## src/rtl/qcond_pkg.sv

```systemverilog
package qcond_pkg;

   localparam int NCH          = 3;
   localparam int CH_A         = 0;
   localparam int CH_B         = 1;
   localparam int CH_IDX       = 2;
   localparam int SEL_W        = 3;
   localparam int MAX_DIV_LOG2 = 6;

   // log2 of the sampling ratio for each select code; unused codes fall back to 1:1
   function automatic int unsigned div_log2(input logic [SEL_W-1:0] sel);
      case (sel)
         3'd0:    return 0;
         3'd1:    return 1;
         3'd2:    return 2;
         3'd3:    return 4;
         3'd4:    return 5;
         3'd5:    return 6;
         default: return 0;
      endcase
   endfunction

endpackage

```

## src/rtl/qcond_sync.sv

```systemverilog
module qcond_sync #(
   parameter int W      = 3,
   parameter int STAGES = 2
) (
   input  logic         clk,
   input  logic         rst_n,
   input  logic [W-1:0] d,
   output logic [W-1:0] q
);

   if (STAGES < 2) begin : g_bad_stages
      $error("qcond_sync: STAGES must be at least 2");
   end

   logic [W-1:0] stg [STAGES];

   always_ff @(posedge clk or negedge rst_n) begin
      if (!rst_n) begin
         for (int i = 0; i < STAGES; i++) stg[i] <= '0;
      end else begin
         stg[0] <= d;
         for (int i = 1; i < STAGES; i++) stg[i] <= stg[i-1];
      end
   end

   assign q = stg[STAGES-1];

endmodule

```

## src/rtl/qcond_tick.sv

```systemverilog
module qcond_tick
   import qcond_pkg::*;
#(
   parameter int CW = MAX_DIV_LOG2
) (
   input  logic             clk,
   input  logic             rst_n,
   input  logic [SEL_W-1:0] div_sel,
   output logic             tick
);

   if (CW < MAX_DIV_LOG2) begin : g_bad_cw
      $error("qcond_tick: CW too narrow for the largest ratio");
   end

   logic [CW-1:0] cnt;
   logic [CW-1:0] lim;

   always_comb lim = CW'((1 << div_log2(div_sel)) - 1);

   // >= rather than == so that a switch to a smaller ratio never stalls
   assign tick = (cnt >= lim);

   always_ff @(posedge clk or negedge rst_n) begin
      if (!rst_n)    cnt <= '0;
      else if (tick) cnt <= '0;
      else           cnt <= cnt + CW'(1);
   end

endmodule

```

## src/rtl/qcond_glitch.sv

```systemverilog
module qcond_glitch #(
   parameter int LEN = 3
) (
   input  logic clk,
   input  logic rst_n,
   input  logic tick,
   input  logic samp,
   input  logic en,
   input  logic bypass,
   output logic lvl,
   output logic rise,
   output logic fall
);

   if (LEN < 2) begin : g_bad_len
      $error("qcond_glitch: LEN must be at least 2");
   end

   logic [LEN-2:0] hist;
   logic [LEN-2:0] hist_nxt;
   logic [LEN-1:0] window;
   logic           agree;
   logic           nxt;

   if (LEN == 2) begin : g_hist1
      assign hist_nxt = samp;
   end else begin : g_histn
      assign hist_nxt = {hist[LEN-3:0], samp};
   end

   assign window = {hist, samp};
   assign agree  = (&window) | (~|window);

   always_comb begin
      if (!en)                nxt = 1'b0;
      else if (bypass)        nxt = samp;
      else if (tick && agree) nxt = samp;
      else                    nxt = lvl;
   end

   always_ff @(posedge clk or negedge rst_n) begin
      if (!rst_n) begin
         hist <= '0;
         lvl  <= 1'b0;
         rise <= 1'b0;
         fall <= 1'b0;
      end else begin
         if (tick) hist <= hist_nxt;
         lvl  <= nxt;
         rise <= nxt & ~lvl;
         fall <= ~nxt & lvl & en;
      end
   end

endmodule

```

## src/rtl/qcond_input_filter.sv

```systemverilog
module qcond_input_filter
   import qcond_pkg::*;
#(
   parameter int SYNC_STAGES = 2,
   parameter int FILT_LEN    = 3,
   parameter int DIV_CW      = MAX_DIV_LOG2
) (
   input  logic             clk,
   input  logic             rst_n,
   input  logic             raw_a,
   input  logic             raw_b,
   input  logic             raw_idx,
   input  logic [SEL_W-1:0] div_sel,
   input  logic             filt_off,
   input  logic [NCH-1:0]   ch_en,
   input  logic [NCH-1:0]   ch_inv,
   input  logic             swap_ab,
   output logic [NCH-1:0]   lvl,
   output logic [NCH-1:0]   rise,
   output logic [NCH-1:0]   fall
);

   logic [NCH-1:0] raw_vec;
   logic [NCH-1:0] sync_vec;
   logic [NCH-1:0] routed;
   logic [NCH-1:0] cond;
   logic           tick;

   assign raw_vec = {raw_idx, raw_b, raw_a};

   qcond_sync #(.W(NCH), .STAGES(SYNC_STAGES)) u_sync (
      .clk   (clk),
      .rst_n (rst_n),
      .d     (raw_vec),
      .q     (sync_vec)
   );

   always_comb begin
      routed = sync_vec;
      if (swap_ab) begin
         routed[CH_A] = sync_vec[CH_B];
         routed[CH_B] = sync_vec[CH_A];
      end
   end

   assign cond = (routed ^ ch_inv) & ch_en;

   qcond_tick #(.CW(DIV_CW)) u_tick (
      .clk     (clk),
      .rst_n   (rst_n),
      .div_sel (div_sel),
      .tick    (tick)
   );

   for (genvar c = 0; c < NCH; c++) begin : g_ch
      qcond_glitch #(.LEN(FILT_LEN)) u_flt (
         .clk    (clk),
         .rst_n  (rst_n),
         .tick   (tick),
         .samp   (cond[c]),
         .en     (ch_en[c]),
         .bypass (filt_off),
         .lvl    (lvl[c]),
         .rise   (rise[c]),
         .fall   (fall[c])
      );
   end

endmodule

```

## config.mk

```make
export PLATFORM = sky130hd
export DESIGN_NAME = qcond_input_filter
export DESIGN_NICKNAME = d
export VERILOG_FILES = /design/src/rtl/qcond_pkg.sv /design/src/rtl/qcond_sync.sv /design/src/rtl/qcond_tick.sv /design/src/rtl/qcond_glitch.sv /design/src/rtl/qcond_input_filter.sv
export SDC_FILE = /design/constraint.sdc
export NUM_CORES = 1
export LEC_CHECK = 0
export BUFFER_PORTS_ARGS = -buffer_cell sky130_fd_sc_hd__buf_4
export CORE_MARGIN = 2
export CORE_UTILIZATION = 53
export DETAILED_ROUTE_END_ITERATION = 8
export GPL_TIMING_DRIVEN = 0
export PLACE_DENSITY = 0.78
export SLEW_MARGIN = 10
export SYNTH_ARGS = -nofsm -noshare
export SYNTH_HDL_FRONTEND = slang
export SYNTH_SLANG_ARGS = --single-unit
```

## constraint.sdc

```tcl
create_clock -name clk -period 1.9 [get_ports clk]
set_input_delay 0.475 -clock clk [delete_from_list [all_inputs] [get_ports clk]]
set_output_delay 0.475 -clock clk [all_outputs]
set_load 0.05 [all_outputs]
```

==> summary.txt, run 1 <==
Run status
  • Status: finished, violations left
  • Failing checks: setup timing

Power and ir drop
  • Power Density: 1242 nW/µm²
  • Peak VDD IR: 1.131 mV
  • Leak Pwr: 0.0008933 µW
  • Total power: 2379 µW

Logic synthesis
  • Sequential element share of the synthesized area: 0.4696
  • Mean post-synth cell area: 10.50 µm²
  • Synth Instances: 137
  • Synthesis Warnings: 0
  • Top FF cell, synth: dfrtp_1
  • Post-synthesis net count: 161
  • Post-synthesis async set-or-reset flop share: 1.000
  • Post-Syn Area: 1439 µm²
  • Synth Register Bits: 27
  • Synth cell types: 31
  • Number of synthesized flops with an enable pin: 0

STA
  • Clock skew: 0.001896 ns
  • Final hold vios: 0
  • Setup violators final: 21
  • Total negative slack: -8.146 ns
  • Final setup margin: -0.4865 ns
  • Fmax: 419.0 MHz
  • Measured slew at the worst slew-check pin: 0.3901 ns
  • Post-layout min period: 2.387 ns
  • Final period utilization: 1.256
  • RSZ-0062 raised after global routing: yes
  • Max-slew violation count: 0
  • Slew Limit Headroom: 0.7381

Final layout
  • Fill count: 170
  • Area Growth Syn to Fin: 33.13%
  • Sequential Area: 675.6 µm²
  • Share of cells above drive strength 1: 0.4598
  • N_diodes: 0
  • Most common cell after layout, fill and taps aside: buf_4
  • Most frequent cells in the layout: buf_4 (35), dfrtp_1 (27), nor2_1 (10)
  • Area occupied by multi-input gates: 769.5 µm²
  • Final net count: 199

Routing
  • Antenna Nets Post-Route: 0
  • Via density: 5.554
  • Routed len/inst: 14.46 µm
  • Starting DRT DRC Count: 36
  • First-pass DRT Iterations: 4
  • Routed wire length: 2.949 mm
  • DRC viols: 0
  • Via count: 1133

CTS
  • Clock tree buffer depth: 2
  • Clk_lat worst skew: 0.33 ns
  • CTS tree: yes
  • H-tree depth: 1
  • Root buf cell: clkbuf_4
  • CTS sink count: 27
  • TritonCTS Buffers: 3
  • Clock-pin slew on the worst setup and hold paths: 0.14 ns

Worst setup path
  • Worst r2r src: u_tick.cnt[0]
  • CP Launch Type: input port
  • Critical Path Sink: g_ch[2].u_flt.lvl
  • Beginning of the critical path: div_sel[2]
  • Crit Path Category: in2reg
  • Critical path arrival: 2.62 ns
  • CP max FO: 5
  • Worst R2R End: g_ch[1].u_flt.fall
  • R2R cell count: 9
  • CP required: 2.13 ns
  • Setup crit end kind: register
  • R2R Setup Slk: 0 ns

Floorplanning
  • Starting density of the core: 0.5704
  • Die area: 3148 µm²
  • I/O pin count: 25
  • Die W: 56.11 µm
  • Core ar.: 2522 µm²
  • Std cell rows: 18
  • Die Ht: 56.11 µm

Run
  • MaxCap Viol Count: 0

GRT
  • Total grt overflow: 0
  • GRT Total Usage: 0.2037
  • Largest net degree at the start of global routing: 28
  • Initial antenna violation count: 0
  • First-pass GRT wire length: 5.106 mm
  • Vias in the first global route: 1189

Place
  • # port buffers: 24
  • Final Wtd Congestion: 0.7741
  • HPWL Detailed: 2.006 mm

Worst hold path
  • Worst min path class: in2async
synthesized netlist by cell type, drive strengths merged, types with 2 or more instances:
cell type | count | share of area
o21ai | 4 | 0.014
buf | 11 | 0.058
a21oi | 11 | 0.043
xor2 | 3 | 0.018
nand3 | 7 | 0.024
dfrtp | 27 | 0.47
nor3 | 4 | 0.014
mux2 | 8 | 0.068
nand2 | 8 | 0.021
mux2i | 2 | 0.014
a211o | 2 | 0.012
nor2 | 15 | 0.039
ha | 8 | 0.070
nand2b | 2 | 0.0087
xnor2 | 6 | 0.037
and2 | 4 | 0.019
inv | 5 | 0.013
o31ai | 2 | 0.010
state kept, by name, summed over array words and instances, names as in the netlist:
signal	cells
u_sync.stg	3
g_ch.u_flt.lvl	3
u_sync.q	3
g_ch.u_flt.fall	3
g_ch.u_flt.rise	3
g_ch.u_flt.hist	6
u_tick.cnt	6
critical path: stages:
cell and delay [ns]:
buf_8 0.10, or3b_4 0.39, ha_4 0.18, nor3b_2 0.15, a21oi_1 0.06, ha_1 0.30
nand4_1 0.13, o221ai_4 0.32, buf_6 0.18, a31oi_1 0.08, a311oi_1 0.24
power breakdown:
group | switching [µW] | internal (µW)
registers | 122 | 697
clock network | 170 | 80.6
logic | 610 | 699
total | 903 | 1480
kinds of logic (layout without fill, tap and decap cells):
family,count (synthesis),count (layout),synth area share
flip-flops,27,27,0.4696
adder cells (fa/ha/maj),8,8,0.06957
XOR/XNOR,9,9,0.05479
AO/OA/AOI/OAI,22,22,0.1009
buffers and inverters,17,54,0.07652
multiplexers,10,10,0.08174
AND/OR/NAND/NOR,44,44,0.1470
area by class of cell:
cell class	count	area share
clock inverters	1	0.003919
plain buffers	11	0.04507
flip-flops and latches	27	0.3527
well taps	30	0.01960
clock buffers	3	0.01176
repair buffers	34	0.1555
multi-input cells	93	0.4017
inverters	5	0.009798
worst min-delay path by stage:
stage | to | depth (start not counted)
2_1_floorplan | g_ch[0].u_flt.fall | 0
3_3_place_gp | u_sync.q[1] | 0
3_5_place_dp | u_sync.q[1] | 0
4_1_cts | g_ch[0].u_flt.hist[1] | 1
5_1_grt | u_tick.cnt[4] | 1
6_report | g_ch[0].u_flt.hist[0] | 1
repair_timing:
item                                   CTS  global route
setup endpoints to repair               21            21
hold buffers                             0             0
cloned                                   1             0
pin swaps                                7            10
resized for setup                       14            17
endpoints found under the hold margin    0             0
setup buffers                            8             1
per-stage QoR:
stage          instances    util  worst slack (ns)  area [µm²]  hold slack (ns)
2_1_floorplan        137       -           -0.5571        1478           0.1794
3_3_place_gp         191  0.6721           -0.8597        1695           0.3320
3_5_place_dp         191  0.6721           -0.8973        1695           0.3364
4_1_cts              204  0.7381           -0.4154        1862          0.03019
5_1_grt              204  0.7594           -0.5774        1916          0.03184
6_report             204  0.7594           -0.4865        1916          0.02509
per-layer routing:
metal	share of wire	vias to the layer above	GRT usage
met3	0.041	4	0.06279
met5	0	-	0
met1	0.41	566	0.2429
li1	-	535	-
met4	0.0085	0	0.03741
met2	0.54	28	0.3630
(Power assumes the default switching activity.)
==> inputs of run 2 (changes only) <==
- ABC_AREA: unset -> 1
==> run 2 against run 1 <==
  * The flow still finishes with violations (setup timing)
  * Synthesized area is 4.3% higher
  * First-iteration DRC count is 22% higher
  * Routed wire length is 5.3% lower
  * Final cell count is 23% higher
  * Combinational power is 21% lower
  * Power is 13% lower
  * Sequential power is 3.5% lower
  * Setup slack better by 0.31 ns
  * Non-clock buffer count is 1 lower
  * Clock-buffer cell count is 1 higher
  * Register-to-register slack better by 0.22 ns
  * Largest cell class is now sequential cells
==> summary.txt, run 2 <==
Floorplanning
  • Die area: 3275 µm² (was 3148 µm²)
  • Die Ht: 57.23 µm (was 56.11 µm)
  • Starting density of the core: 0.5492 (was 0.5704)
  • Die W: 57.23 µm (was 56.11 µm)
  • Std cell rows: 19 (was 18)
  • Core ar.: 2734 µm² (was 2522 µm²)
  • I/O pin count: 25 (unchanged)

Logic synthesis
  • Synthesis Warnings: 0 (unchanged)
  • Synth cell count leaders: nand2_1 (46), inv_1 (32), dfrtp_1 (27) (was dfrtp_1 (27), nor2_1 (15), a21oi_1 (9), buf_4 (9))
  • Area contributors post-synth: dfrtp_1 (45%), nand2_1 (12%), inv_1 (8.0%) (was dfrtp_1 (47%), ha_1 (7.0%), buf_4 (4.7%))
  • Number of synthesized flops with an enable pin: 0 (unchanged)
  • Mean post-synth cell area: 8.205 µm² (was 10.50 µm²)
  • Synth Register Bits: 27 (unchanged)
  • Post-synthesis mux area share: 0 (was 0.08174)
  • Post-synthesis async set-or-reset flop share: 1.000 (unchanged)
  • Post-synth top area share: 0.4500 (was 0.4696)
  • Synth Instances: 183 (was 137)
  • Sequential element share of the synthesized area: 0.4500 (was 0.4696)
  • Xor-xnor portion of the synthesized cell area: 0.01167 (was 0.05478)
  • Synth Area in Compound Gates: 0.05417 (was 0.1009)
  • Simple-gate share of the synthesized area: 0.2775 (was 0.1470)
  • Post-Syn Area: 1501 µm² (was 1439 µm²)
  • Post-synthesis net count: 207 (was 161)
  • Most frequent cell after synthesis: nand2_1 (was dfrtp_1)
  • Largest family of logic cells by synthesized area: simple AND/OR/NAND/NOR gates (unchanged)
  • Top FF cell, synth: dfrtp_1 (unchanged)
  • Biggest area consumer among synthesized cells: dfrtp_1 (unchanged)
  • Synth Area in Adders: 0.06667 (was 0.06957)
  • Synth cell types: 23 (was 31)

Place
  • Final Wtd Congestion: 0.7665 (was 0.7741)
  • Placed insts: 238 (was 191)
  • HPWL Detailed: 2.182 mm (was 2.006 mm)
  • # port buffers: 24 (unchanged)

Routing
  • Via count: 1260 (was 1133)
  • Routed wire length: 2.792 mm (was 2.949 mm)
  • Via density: 5.020 (was 5.554)
  • Antenna Nets Post-Route: 0 (unchanged)
  • Starting DRT DRC Count: 44 (was 36)
  • First-pass DRT Iterations: 4 (unchanged)
  • Routed len/inst: 11.12 µm (was 14.46 µm)
  • DRC viols: 0 (unchanged)

Run
  • MaxCap Viol Count: 0 (unchanged)

CTS
  • H-tree depth: 1 (unchanged)
  • CTS sink count: 27 (unchanged)
  • Clk_lat worst skew: 0.32 ns (was 0.33 ns)
  • TritonCTS Buffers: 3 (unchanged)
  • Clock tree buffer depth: 2 (unchanged)
  • Root buf cell: clkbuf_4 (unchanged)
  • Clock-pin slew on the worst setup and hold paths: 0.13 ns (was 0.14 ns)
  • Hold_buf cts: 0 (unchanged)
  • CTS tree: yes (unchanged)

Final layout
  • Final net count: 245 (was 199)
  • Area Growth Syn to Fin: 26.42% (was 33.13%)
  • Fin util: 0.6943 (was 0.7594)
  • Fill count: 212 (was 170)
  • Top Registers: g_ch.u_flt.hist x6, u_tick.cnt x6 (unchanged)
  • Share of cells above drive strength 1: 0.3136 (was 0.4598)
  • Final Instance Count excl. Fillers: 251 (was 204)
  • Most frequent cells in the layout: nand2_1 (45), buf_4 (40), inv_1 (30) (was buf_4 (35), dfrtp_1 (27), nor2_1 (10))
  • N_diodes: 0 (unchanged)
  • Most common cell after layout, fill and taps aside: nand2_1 (was buf_4)

STA
  • Measured slew at the worst slew-check pin: 0.3384 ns (was 0.3901 ns)
  • Post-layout min period: 2.074 ns (was 2.387 ns)
  • Final hold vios: 0 (unchanged)
  • RSZ-0062 raised after global routing: yes (unchanged)
  • Setup violators final: 21 (unchanged)
  • Clock skew: 0.007410 ns (was 0.001896 ns)
  • Fmax: 482.1 MHz (was 419.0 MHz)
  • Final setup margin: -0.1743 ns (was -0.4865 ns)
  • Slew Limit Headroom: 0.7744 (was 0.7381)
  • Max-slew violation count: 0 (unchanged)
  • Final period utilization: 1.092 (was 1.256)

Power and ir drop
  • Peak VDD IR: 0.7144 mV (was 1.131 mV)
  • Leak Pwr: 0.001054 µW (was 0.0008933 µW)
  • Power Density: 1089 nW/µm² (was 1242 nW/µm²)

Worst setup path
  • CP required: 2.12 ns (was 2.13 ns)
  • CP max FO: 3 (was 5)
  • WP buf/inv: 5 (was 2)
  • Family with the most delay on the worst path: simple AND/OR/NAND/NOR gates (was compound AO/OA/AOI/OAI gates)
  • Worst-path cell chain: buf_8 -> inv_12 -> nor2_4 -> inv_2 -> or2_4 -> ha_4 -> xnor2_2 -> inv_1 -> ha_1 -> nand2_1 -> nor2_1 -> nand2_1 -> nand2_2 -> buf_4 -> nand3_4 -> a21oi_2 -> nor2_1 (was buf_8 -> or3b_4 -> ha_4 -> nor3b_2 -> a21oi_1 -> ha_1 -> nand4_1 -> o221ai_4 -> buf_6 -> a31oi_1 -> a311oi_1)
  • CP Launch Type: input port (unchanged)
  • Slowest-stage cell, CP: ha_1 (was or3b_4)
  • Critical path arrival: 2.30 ns (was 2.62 ns)
  • Crit Path Category: in2reg (unchanged)
  • Max incr delay on CP: 0.27 ns (was 0.39 ns)
  • Setup crit end kind: register (unchanged)

GRT
  • Total grt overflow: 0 (unchanged)
  • GRT Total Usage: 0.1955 (was 0.2037)
  • Initial antenna violation count: 0 (unchanged)
  • First-pass GRT wire length: 5.023 mm (was 5.106 mm)
  • Largest net degree at the start of global routing: 28 (unchanged)
  • Vias in the first global route: 1262 (was 1189)

Run status
  • Failing checks: setup timing (unchanged)
  • Status: finished, violations left (unchanged)

Worst hold path
  • Worst min path class: in2async (unchanged)
[run 2: cell count changes after synthesis, moves of 3 or more]
cell     before  now
nand2_1       8   46
a21oi_1       9    4
xor2_1        3    0
o21ai_1       0    5
nand4_1       1    5
xnor2_1       6    2
inv_1         5   32
mux2_2        6    0
nor3_1        4    0
[run 2: stage by stage]
stage | setup TNS [ns] | setup WS (ns) | cell area (µm²) | total power (µW) | hold WS, ns
after floorplan | -4.879 | -0.3185 | 1540 | 1488 | 0.1794
after global placement | -10.48 | -0.5739 | 1759 | 1649 | 0.3339
after detailed placement | -12.17 | -0.6565 | 1759 | 1708 | 0.3396
after CTS | -2.425 | -0.1801 | 1859 | 2043 | 0.03688
after global routing | -4.321 | -0.2586 | 1898 | 2240 | 0.04530
final | -2.624 | -0.1743 | 1898 | 2067 | 0.02998
[run 2: path summary, 6_finish.rpt]
kind / cells after the start / to / slack, ns / startpoint
min in group clk: 1 / u_sync.stg[5] / 0.24 / raw_idx
min reg2reg: 0 / u_sync.q[0] / 0.37 / u_sync.stg[3]
max in group asynchronous: 1 / u_sync.q[0] / 1.61 / rst_n
max reg2reg: 9 / u_tick.cnt[3] / 0.22 / u_tick.cnt[0]
min: 1 / g_ch[1].u_flt.rise / 0.03 / rst_n
max: 17 / g_ch[1].u_flt.lvl / -0.17 / div_sel[0]
[run 2: cell type report]
type                    instances  area (µm²)  area share
inverters                      32       132.6     0.06987
multi-input cells             113       675.6      0.3560
plain buffers                  11       90.09     0.04746
clock buffers                   4       26.28     0.01384
repair buffers                 33       259.0      0.1365
flip-flops and latches         27       675.6      0.3560
well taps                      31       38.79     0.02044
[run 2: repair_timing]
| action | CTS | global route |
|---|---|---|
| resized for setup | 9 | 4 |
| pin swaps | 12 | 10 |
| endpoints found under the setup margin | 21 | 21 |
| setup buffers | 6 | 3 |
[run 2: cell families (layout without fill, tap and decap cells)]
logic type / after synthesis / after routing
simple gates: 88 / 88
buf+inv: 43 / 80
flops: 27 / 27
compound gates: 15 / 15
fa+ha+maj: 8 / 8
xor+xnor: 2 / 2
[run 2: where the power goes]
group | internal, µW | switching [µW] | total, µW
combinational | 464 | 573 | 1040
clock | 82.3 | 158 | 240
sequential | 701 | 88.2 | 790
[run 2: worst register-to-register path: stages, from the launching register on]
cell     delay (ns)
dfrtp_1        0.41
inv_1          0.07
ha_1           0.29
o21ai_1        0.16
nand2_1        0.08
nand2_1        0.07
nand2_2        0.07
buf_6          0.14
buf_6          0.14
nor3b_2        0.18
[run 2: layer usage]
metal  vias up  track usage  wire length (µm)
met5         -            0                 0
met2        23       0.3662              1509
met3         5      0.02948                99
met1       597       0.2246              1140
met4         0      0.06977                42
li1        635            -                 -
==> inputs of run 3 (changes only) <==
- ABC_AREA: 1 -> unset
- PLACE_DENSITY: 0.78 -> 0.76
==> run 3 against run 2 <==
  * The flow still finishes with violations (setup timing)
  * Global-route usage increased by 0.56 points
  * Sequential share of layout area increased by 1.1 points
  * Critical path depth shrank 6
  * Final cell count down 19%
  * Non-clock buffer count up 1
  * Largest power group unchanged
==> summary.txt, run 3 (synthesis results as in run 1) <==
Routing
  • Antenna Nets Post-Route: 0 (unchanged)
  • DRC viols: 0 (unchanged)
  • Routed len/inst: 13.56 µm (was 11.12 µm)
  • Via density: 5.343 (was 5.020)
  • Starting DRT DRC Count: 14 (was 44)
  • Routed wire length: 2.766 mm (was 2.792 mm)
  • Via count: 1090 (was 1260)
  • First-pass DRT Iterations: 4 (unchanged)

CTS
  • CTS sink count: 27 (unchanged)
  • Clock-pin slew on the worst setup and hold paths: 0.14 ns (was 0.13 ns)
  • Root buf cell: clkbuf_4 (unchanged)
  • CTS tree: yes (unchanged)
  • TritonCTS Buffers: 3 (unchanged)
  • Clk_lat worst skew: 0.32 ns (about the same)
  • Clock tree buffer depth: 2 (unchanged)
  • H-tree depth: 1 (unchanged)

Floorplanning
  • Die Ht: 56.11 µm (was 57.23 µm)
  • Starting density of the core: 0.5704 (was 0.5492)
  • Std cell rows: 18 (was 19)
  • Die W: 56.11 µm (was 57.23 µm)
  • Die area: 3148 µm² (was 3275 µm²)
  • Core ar.: 2522 µm² (was 2734 µm²)
  • I/O pin count: 25 (unchanged)

Worst setup path
  • R2R cell count: 8 (was 9)
  • Crit Path Category: in2reg (unchanged)
  • Setup crit end kind: register (unchanged)
  • CP max FO: 5 (was 3)
  • Worst R2R End: g_ch[2].u_flt.hist[1] (was u_tick.cnt[3])
  • CP required: 2.13 ns (was 2.12 ns)
  • Worst r2r src: u_tick.cnt[0] (unchanged)
  • R2R Setup Slk: -0.02 ns (was 0.22 ns)
  • CP Launch Type: input port (unchanged)
  • Critical path arrival: 2.60 ns (was 2.30 ns)

GRT
  • GR Layer Usage met1: 0.2392 (was 0.2246)
  • Global Route met3 Usage: 0.03953 (was 0.02948)
  • GR peak layer: met2 (unchanged)
  • First-pass GRT wire length: 5.002 mm (was 5.023 mm)
  • Met2 usage: 0.3580 (was 0.3662)
  • Initial antenna violation count: 0 (unchanged)
  • Total grt overflow: 0 (unchanged)
  • GRT Total Usage: 0.2011 (was 0.1955)
  • Largest net degree at the start of global routing: 28 (unchanged)
  • Vias in the first global route: 1157 (was 1262)

STA
  • Final setup margin: -0.4710 ns (was -0.1743 ns)
  • Final period utilization: 1.248 (was 1.092)
  • Final hold vios: 0 (unchanged)
  • Max-slew violation count: 0 (unchanged)
  • Post-layout min period: 2.371 ns (was 2.074 ns)
  • RSZ-0062 raised after global routing: yes (unchanged)
  • Measured slew at the worst slew-check pin: 0.3905 ns (was 0.3384 ns)
  • Fmax: 421.8 MHz (was 482.1 MHz)
  • Slew Limit Headroom: 0.7378 (was 0.7744)
  • Setup violators final: 21 (unchanged)
  • Clock skew: 0.003134 ns (was 0.007410 ns)

Place
  • Placed insts: 191 (was 238)
  • Final Wtd Congestion: 0.8139 (was 0.7665)
  • Pre-CTS setup slack: -0.9962 ns (was -0.6565 ns)
  • HPWL Detailed: 2.002 mm (was 2.182 mm)
  • # port buffers: 24 (unchanged)

Worst hold path
  • Worst min path class: in2async (unchanged)

Final layout
  • Most frequent cells in the layout: buf_4 (35), dfrtp_1 (27), nor2_1 (15) (was nand2_1 (45), buf_4 (40), inv_1 (30))
  • Most common cell after layout, fill and taps aside: buf_4 (was nand2_1)
  • Final Instance Count excl. Fillers: 204 (was 251)
  • Final net count: 199 (was 245)
  • Top Registers: g_ch.u_flt.hist x6, u_tick.cnt x6 (unchanged)
  • Area Growth Syn to Fin: 27.83% (was 26.42%)
  • N_diodes: 0 (unchanged)
  • Share of cells above drive strength 1: 0.3966 (was 0.3136)

Run status
  • Status: finished, violations left (unchanged)
  • Failing checks: setup timing (unchanged)

Power and ir drop
  • Comb pwr share: 0.509 (was 0.502)
  • Peak VDD IR: 0.8969 mV (was 0.7144 mV)
  • Switching power: 784.6 µW (was 818.9 µW)
  • Leak Pwr: 0.0008893 µW (was 0.001054 µW)
  • Total power: 2154 µW (was 2067 µW)
  • Sequential power share: 0.377 (was 0.382)
  • Power Density: 1171 nW/µm² (was 1089 nW/µm²)
  • Clock share of power: 0.114 (was 0.116)
  • Sw frac: 0.3643 (was 0.3962)
  • Internal power: 1369 µW (was 1248 µW)

Run
  • MaxCap Viol Count: 0 (unchanged)
run 3: critical path, stage by stage:
cell and delay (ns):
buf_8 0.10, or3b_4 0.39, ha_4 0.18, nor3b_2 0.17, a21oi_2 0.05, ha_1 0.30
nand4_1 0.10, o221ai_2 0.28, buf_6 0.17, buf_6 0.10, mux2_4 0.28
run 3: area by class of cell:
class | instances | area, µm²
tap | 30 | 37.54
sequential | 27 | 675.6
clock buffer | 3 | 22.52
clock inverter | 1 | 5.005
timing repair buffer | 33 | 277.8
inverter | 5 | 18.77
buffer | 12 | 91.34
multi-input combinational | 93 | 710.7
fill | 182 | 683.2
run 3: power by group through the flow:
stage / registers (µW) / clock network [µW] / logic, µW
after global routing: 829 / 280 / 1210
after CTS: 809 / 255 / 1090
final: 812 / 246 / 1100
after detailed placement: 819 / 0 / 862
after global placement: 812 / 0 / 817
after floorplan: 791 / 0 / 681
run 3: layer usage:
layer / part of all wire / routed length (µm)
met3: 0.029 / 80
met4: 0.017 / 47
met2: 0.52 / 1431
met1: 0.44 / 1206
met5: 0 / 0
run 3: metrics by stage:
step	setup TNS (ns)	area (µm²)	utilization	hold WS (ns)
6_report	-7.299	1839	0.7292	0.03118
3_3_place_gp	-14.56	1695	0.6721	0.3318
5_1_grt	-9.929	1839	0.7292	0.03532
4_1_cts	-7.536	1824	0.7232	0.03908
3_5_place_dp	-16.21	1695	0.6721	0.3371
2_1_floorplan	-8.888	1478	-	0.1794
run 3: worst max-delay path by stage:
stage                     startpoint                     to
after detailed placement  div_sel[1]      g_ch[2].u_flt.lvl
after CTS                 div_sel[2]  g_ch[2].u_flt.hist[1]
after global routing      div_sel[2]  g_ch[1].u_flt.hist[0]
after floorplan           div_sel[1]  g_ch[0].u_flt.hist[0]
after global placement    div_sel[1]      g_ch[2].u_flt.lvl
final                     div_sel[2]  g_ch[1].u_flt.hist[0]
run 3: repair_timing:
item	4_1_cts	5_1_grt
setup buffers	8	0
resized for setup	10	4
setup endpoints to repair	21	21
gates cloned	1	0
hold buffers	0	0
pin swaps	6	5
